===== src/rtl/crcins_pkg.sv =====
package crcins_pkg;
  localparam int BYTE_W = 8;
  localparam int CRC_W  = 32;
  localparam int SLOTS  = CRC_W / BYTE_W;
  localparam logic [CRC_W-1:0] POLY_REFL = 32'hEDB88320;
  localparam logic [CRC_W-1:0] CRC_SEED  = '1;

  typedef struct packed {
    logic [BYTE_W-1:0] data;
    logic              isk;
    logic              sop;
    logic              dat;
    logic              short_pkt;
  } lane_t;

  // one byte through the reflected CRC register, LSB first
  function automatic logic [CRC_W-1:0] crc32_step(logic [CRC_W-1:0] c, logic [BYTE_W-1:0] b);
    logic [CRC_W-1:0] r;
    r = c;
    for (int i = 0; i < BYTE_W; i++) begin
      r = (r[0] ^ b[i]) ? ((r >> 1) ^ POLY_REFL) : (r >> 1);
    end
    return r;
  endfunction

  function automatic logic [BYTE_W-1:0] crc_slot(logic [CRC_W-1:0] f, int unsigned idx);
    return f[idx*BYTE_W +: BYTE_W];
  endfunction
endpackage


===== src/rtl/crcins_delim.sv =====
module crcins_delim #(
  parameter logic [7:0] FIX_SOP = 8'hFB,
  parameter logic [7:0] FIX_EOP = 8'hFD
) (
  input  logic       mode_user,
  input  logic [7:0] usr_sop,
  input  logic [7:0] usr_eop,
  input  logic [7:0] in_byte,
  input  logic       in_isk,
  output logic       sop_hit,
  output logic       eop_hit
);
  logic [7:0] sop_v, eop_v;
  assign sop_v   = mode_user ? usr_sop : FIX_SOP;
  assign eop_v   = mode_user ? usr_eop : FIX_EOP;
  assign sop_hit = in_isk && (in_byte == sop_v);
  assign eop_hit = in_isk && (in_byte == eop_v);
endmodule


===== src/rtl/crcins_framer.sv =====
module crcins_framer #(
  parameter int MIN_LEN = 21
) (
  input  logic clk,
  input  logic rst_n,
  input  logic crc_en,
  input  logic sop_hit,
  input  logic eop_hit,
  output logic start,
  output logic mark_dat,
  output logic close_ok,
  output logic close_short
);
  localparam int CNT_W = $clog2(MIN_LEN + 1);
  localparam logic [CNT_W-1:0] LIM = CNT_W'(MIN_LEN);

  logic             open_q;
  logic [CNT_W-1:0] cnt_q;
  logic             closing;
  logic             long_enough;

  assign start       = !open_q && crc_en && sop_hit;
  assign closing     = open_q && eop_hit;
  assign mark_dat    = open_q && !eop_hit;
  assign long_enough = (cnt_q == LIM);
  assign close_ok    = closing && long_enough;
  assign close_short = closing && !long_enough;

  always_ff @(posedge clk) begin
    if (!rst_n) begin
      open_q <= 1'b0;
      cnt_q  <= '0;
    end else if (start) begin
      open_q <= 1'b1;
      cnt_q  <= '0;
    end else if (closing) begin
      open_q <= 1'b0;
    end else if (mark_dat && !long_enough) begin
      cnt_q <= cnt_q + 1'b1;
    end
  end
endmodule


===== src/rtl/crcins_crc.sv =====
module crcins_crc
  import crcins_pkg::*;
(
  input  logic              clk,
  input  logic              rst_n,
  input  logic [BYTE_W-1:0] lead_byte,
  input  logic              lead_sop,
  input  logic              lead_dat,
  output logic [CRC_W-1:0]  crc_fin
);
  logic [CRC_W-1:0] crc_q;

  always_ff @(posedge clk) begin
    if (!rst_n || lead_sop) crc_q <= CRC_SEED;
    else if (lead_dat)      crc_q <= crc32_step(crc_q, lead_byte);
  end

  assign crc_fin = ~crc_q;
endmodule


===== src/rtl/pkt_crc_inserter.sv =====
module pkt_crc_inserter
  import crcins_pkg::*;
#(
  parameter int         MIN_LEN = 21,
  parameter logic [7:0] FIX_SOP = 8'hFB,
  parameter logic [7:0] FIX_EOP = 8'hFD
) (
  input  logic       clk,
  input  logic       rst_n,
  input  logic       crc_en,
  input  logic       mode_user,
  input  logic [7:0] usr_sop,
  input  logic [7:0] usr_eop,
  input  logic       force_err,
  input  logic [7:0] in_byte,
  input  logic       in_isk,
  output logic [7:0] out_byte,
  output logic       out_isk,
  output logic       len_err
);
  logic sop_hit, eop_hit;
  logic start, mark_dat, close_ok, close_short;
  logic [CRC_W-1:0] crc_fin;
  logic [SLOTS-1:0][BYTE_W-1:0] ins;
  lane_t [SLOTS-1:0] st, st_nxt;
  lane_t lead;

  crcins_delim #(.FIX_SOP(FIX_SOP), .FIX_EOP(FIX_EOP)) u_delim (
    .mode_user(mode_user), .usr_sop(usr_sop), .usr_eop(usr_eop),
    .in_byte(in_byte), .in_isk(in_isk), .sop_hit(sop_hit), .eop_hit(eop_hit)
  );

  crcins_framer #(.MIN_LEN(MIN_LEN)) u_framer (
    .clk(clk), .rst_n(rst_n), .crc_en(crc_en), .sop_hit(sop_hit), .eop_hit(eop_hit),
    .start(start), .mark_dat(mark_dat), .close_ok(close_ok), .close_short(close_short)
  );

  assign lead = st[SLOTS-1];

  crcins_crc u_crc (
    .clk(clk), .rst_n(rst_n), .lead_byte(lead.data), .lead_sop(lead.sop),
    .lead_dat(lead.dat), .crc_fin(crc_fin)
  );

  // CRC bytes, low byte first; the last one carries the forced error
  for (genvar k = 0; k < SLOTS; k++) begin : g_ins
    if (k == SLOTS - 1) begin : g_last
      assign ins[k] = crc_slot(crc_fin, k) ^ {7'd0, force_err};
    end else begin : g_mid
      assign ins[k] = crc_slot(crc_fin, k);
    end
  end

  assign st_nxt[0] = '{data: in_byte, isk: in_isk, sop: start, dat: mark_dat, short_pkt: close_short};
  for (genvar i = 1; i < SLOTS; i++) begin : g_line
    assign st_nxt[i] = close_ok ? '{data: ins[SLOTS-i], isk: 1'b0, sop: 1'b0, dat: 1'b0, short_pkt: 1'b0}
                                : st[i-1];
  end

  always_ff @(posedge clk) begin
    if (!rst_n) begin
      st       <= '0;
      out_byte <= '0;
      out_isk  <= 1'b0;
      len_err  <= 1'b0;
    end else begin
      st       <= st_nxt;
      out_byte <= close_ok ? ins[0] : lead.data;
      out_isk  <= close_ok ? 1'b0 : lead.isk;
      len_err  <= lead.short_pkt;
    end
  end
endmodule


===== config.mk =====
export PLATFORM = sky130hd
export DESIGN_NAME = pkt_crc_inserter
export DESIGN_NICKNAME = d
export VERILOG_FILES = /design/src/rtl/crcins_pkg.sv /design/src/rtl/crcins_delim.sv /design/src/rtl/crcins_framer.sv /design/src/rtl/crcins_crc.sv /design/src/rtl/pkt_crc_inserter.sv
export SDC_FILE = /design/constraint.sdc
export NUM_CORES = 1
export LEC_CHECK = 0
export ABC_AREA = 0
export BUFFER_PORTS_ARGS = -buffer_cell sky130_fd_sc_hd__buf_2
export CAP_MARGIN = 30
export CORE_ASPECT_RATIO = 1.4
export CORE_MARGIN = 4
export CORE_UTILIZATION = 59
export DETAILED_ROUTE_END_ITERATION = 8
export MAX_ROUTING_LAYER = met4
export PLACE_DENSITY = 0.79
export SLEW_MARGIN = 20
export SYNTH_ARGS = -nofsm -noshare
export SYNTH_HDL_FRONTEND = slang
export SYNTH_SLANG_ARGS = --single-unit

===== constraint.sdc =====
create_clock -name clk -period 2.5 [get_ports clk]
set_input_delay 0.125 -clock clk [delete_from_list [all_inputs] [get_ports clk]]
set_output_delay 0.125 -clock clk [all_outputs]
set_load 0.01 [all_outputs]

==> impl_metrics.tcl <==
set metrics [dict create \
    setup_tns_ns 0 \
    cts_tree "yes" \
    placed_cells 608 \
    rsz0062_at_grt "no" \
    layout_min_cycle_time_ns 2.005 \
    io_buffers 39 \
    synth_cell_types 53 \
    r2r_cells 6 \
    cts.sinks 96 \
    synth_fp_nets 524 \
    power.leakage_nw 1.910 \
    drtIter0Drc 172 \
    grt_use_met3 0.04309 \
    grt_pass1_vias 3180 \
    start_kind "flop" \
    postSynthAreaPerCell_um2 9.109 \
    die_h_um 111.1 \
    crit_path_max_fanout 5 \
    holdBufCountCts 1 \
    synth_cells 492 \
    required_ns 2.75 \
    yosys-top-cells-area "dfxtp_1 (43%), xnor2_1 (9.2%), nand2_1 (7.5%), o21ai_0 (6.0%), nand3b_1 (5.2%)" \
    hold_viol 0 \
    clk_path_buf_depth 2 \
    startpoint "u_crc.crc_q[1]" \
    drv_cap 0 \
    ctsHtreeMaxLevel 3 \
    clockRootBuffer "clkbuf_8" \
    status "complete, no violations" \
    cts_resized 0 \
    synth.top_cell.area_share 0.4288 \
    power_density_nw_per_um2 580.5 \
    clk_latency_ns 0.37 \
    cts.clk_slew.worst_paths_ns 0.09 \
    ios 40 \
    synth_edf_count 0 \
    hpwl_um 5906 \
    initial_core_util 0.6089 \
    grt_usage 0.2111 \
    r2r_slack_ns 0.50 \
    slew_viol_final 0 \
    ys.flop_type "dfxtp_1" \
    slew_headroom 0.5549 \
    final_core_util 0.6765 \
    die_w_um 81.66 \
    arrival_ns 2.25 \
    peakVddDrop_mv 0.3632 \
    min_to "st[4]" \
    fin_crit_sh 0.8019 \
    nNetsFinal 555 \
    diodes 0 \
    dr.pass1.iters 4 \
    grt_pass1_wl_um 14680 \
    critPathKind "flop to flop" \
    via_per_inst 5.426 \
    yosysSeqAreaShare 0.4288 \
    most-common-layout-cells "dfxtp_1 (96), nand2_1 (90), o21ai_0 (54)" \
    die_area_um2 9074 \
    gp_congestion 0.8332 \
    yosys_warnings 0 \
    hp-class "input pin to flop" \
    coreArea_um2 7361 \
    worstReg2RegStart "u_crc.crc_q[1]" \
    antenna_found_initial 0 \
    stdcell_count 625 \
    cts_inserted_buffers 9 \
    fmax_mhz 498.8 \
    num_rows 37 \
    setup_violations 0 \
    drc 0 \
    finalClockSkew_ns 0.01256 \
    wire_per_inst_um 13.73 \
    min_from "in_byte[0]" \
    timing.rr.end "u_crc.crc_q[26]" \
    gr-total-overflow 0 \
    pre_cts_ws_ns 0.4023 \
    ys_seq_elements 96 \
    end_kind "flop" \
    use_met1 0.2432 \
    synthArstFlopShare 0 \
    drive_gt1_frac 0.1610 \
    area_growth_pct 11.11 \
    grt_max_degree 65 \
    mostFrequentLayoutCell "dfxtp_1" \
    syn_area_um2 4482 \
    hold_depth 2 \
    worst_pin_slew_ns 0.6644 \
    drt-total-wl_um 8580 \
    ant_nets 0 \
    cts_setup_buffers 0 \
    fin_ws_ns 0.4953 \
    vias 3391 \
    post-synth-top-area-cell "dfxtp_1" \
    use_met2 0.3406 \
    top_usage_layer "met2" \
]
-- logic make-up after synthesis --
family	count (synthesis)	share of synthesized area
AND/OR/NAND/NOR	179	0.2136
flip-flops	96	0.4288
AO/OA/AOI/OAI	86	0.1173
XOR/XNOR	76	0.1647
buffers and inverters	42	0.04551
multiplexers	11	0.02457
adder cells (fa/ha/maj)	2	0.005583
-- cell usage after synthesis, drive strengths merged (5+ instances only) --
master and n:
dfxtp 96, clkbuf 21, nor2 7, o21ai 54, nand2 90, a32oi 5, inv 11, nand3b 31
and2 26, xnor2 52, xor2 22, buf 10, a21oi 5, mux2i 11
-- sequential cells by signal, summed over array words and instances (netlist names) --
register         flops
u_crc.crc_q         32
st                  36
u_framer.cnt_q       5
u_framer.open_q      1
lead                12
out_byte             8
out_isk              1
len_err              1
-- cell type report --
type / instances / area (um2)
fill: 563 / 2381
multi-input combinational: 354 / 2367
sequential: 96 / 1922
timing repair buffer: 51 / 300.3
clock buffer: 10 / 137.6
tap: 97 / 121.4
clock inverter: 6 / 90.09
inverter: 11 / 41.29
-- power breakdown --
| group | internal, mW | switching (mW) |
|---|---|---|
| clock network | 0.594 | 0.534 |
| logic | 0.0903 | 0.117 |
| registers | 1.55 | 0.00670 |
-- metal layers --
metal	share of wire	routed length (um)
met5	0	0
met4	0.030	256
met3	0.037	319
met2	0.52	4476
met1	0.41	3527
-- critical path: stages, from the launching register on --
cell	delay (ns)
dfxtp_1	0.34
xnor2_1	0.51
xnor2_1	0.32
xnor2_2	0.36
xor2_1	0.12
mux2i_1	0.17
nand2_1	0.08
-- through the flow --
| step | hold WS, ns | area [um2] | total power, mW |
|---|---|---|---|
| floorplan | 0.2467 | 4482 | 1.735 |
| global placement | 0.3832 | 4742 | 1.792 |
| detailed placement | 0.3782 | 4742 | 1.799 |
| CTS | 0.01623 | 4980 | 2.920 |
| global route | 0.02881 | 4980 | 3.010 |
| finish | 0.03881 | 4980 | 2.891 |
-- worst max-delay path by stage --
stage / slack (ns) / endpoint / depth (start not counted)
6_report: 0.50 / u_crc.crc_q[26] / 6
5_1_grt: 0.31 / u_crc.crc_q[26] / 6
4_1_cts: 0.51 / u_crc.crc_q[26] / 6
3_5_place_dp: 0.40 / u_framer.cnt_q[1] / 8
3_3_place_gp: 0.47 / u_framer.cnt_q[1] / 8
2_1_floorplan: 0.73 / u_crc.crc_q[19] / 6
Note: power is estimated with default switching activity, not from simulation.
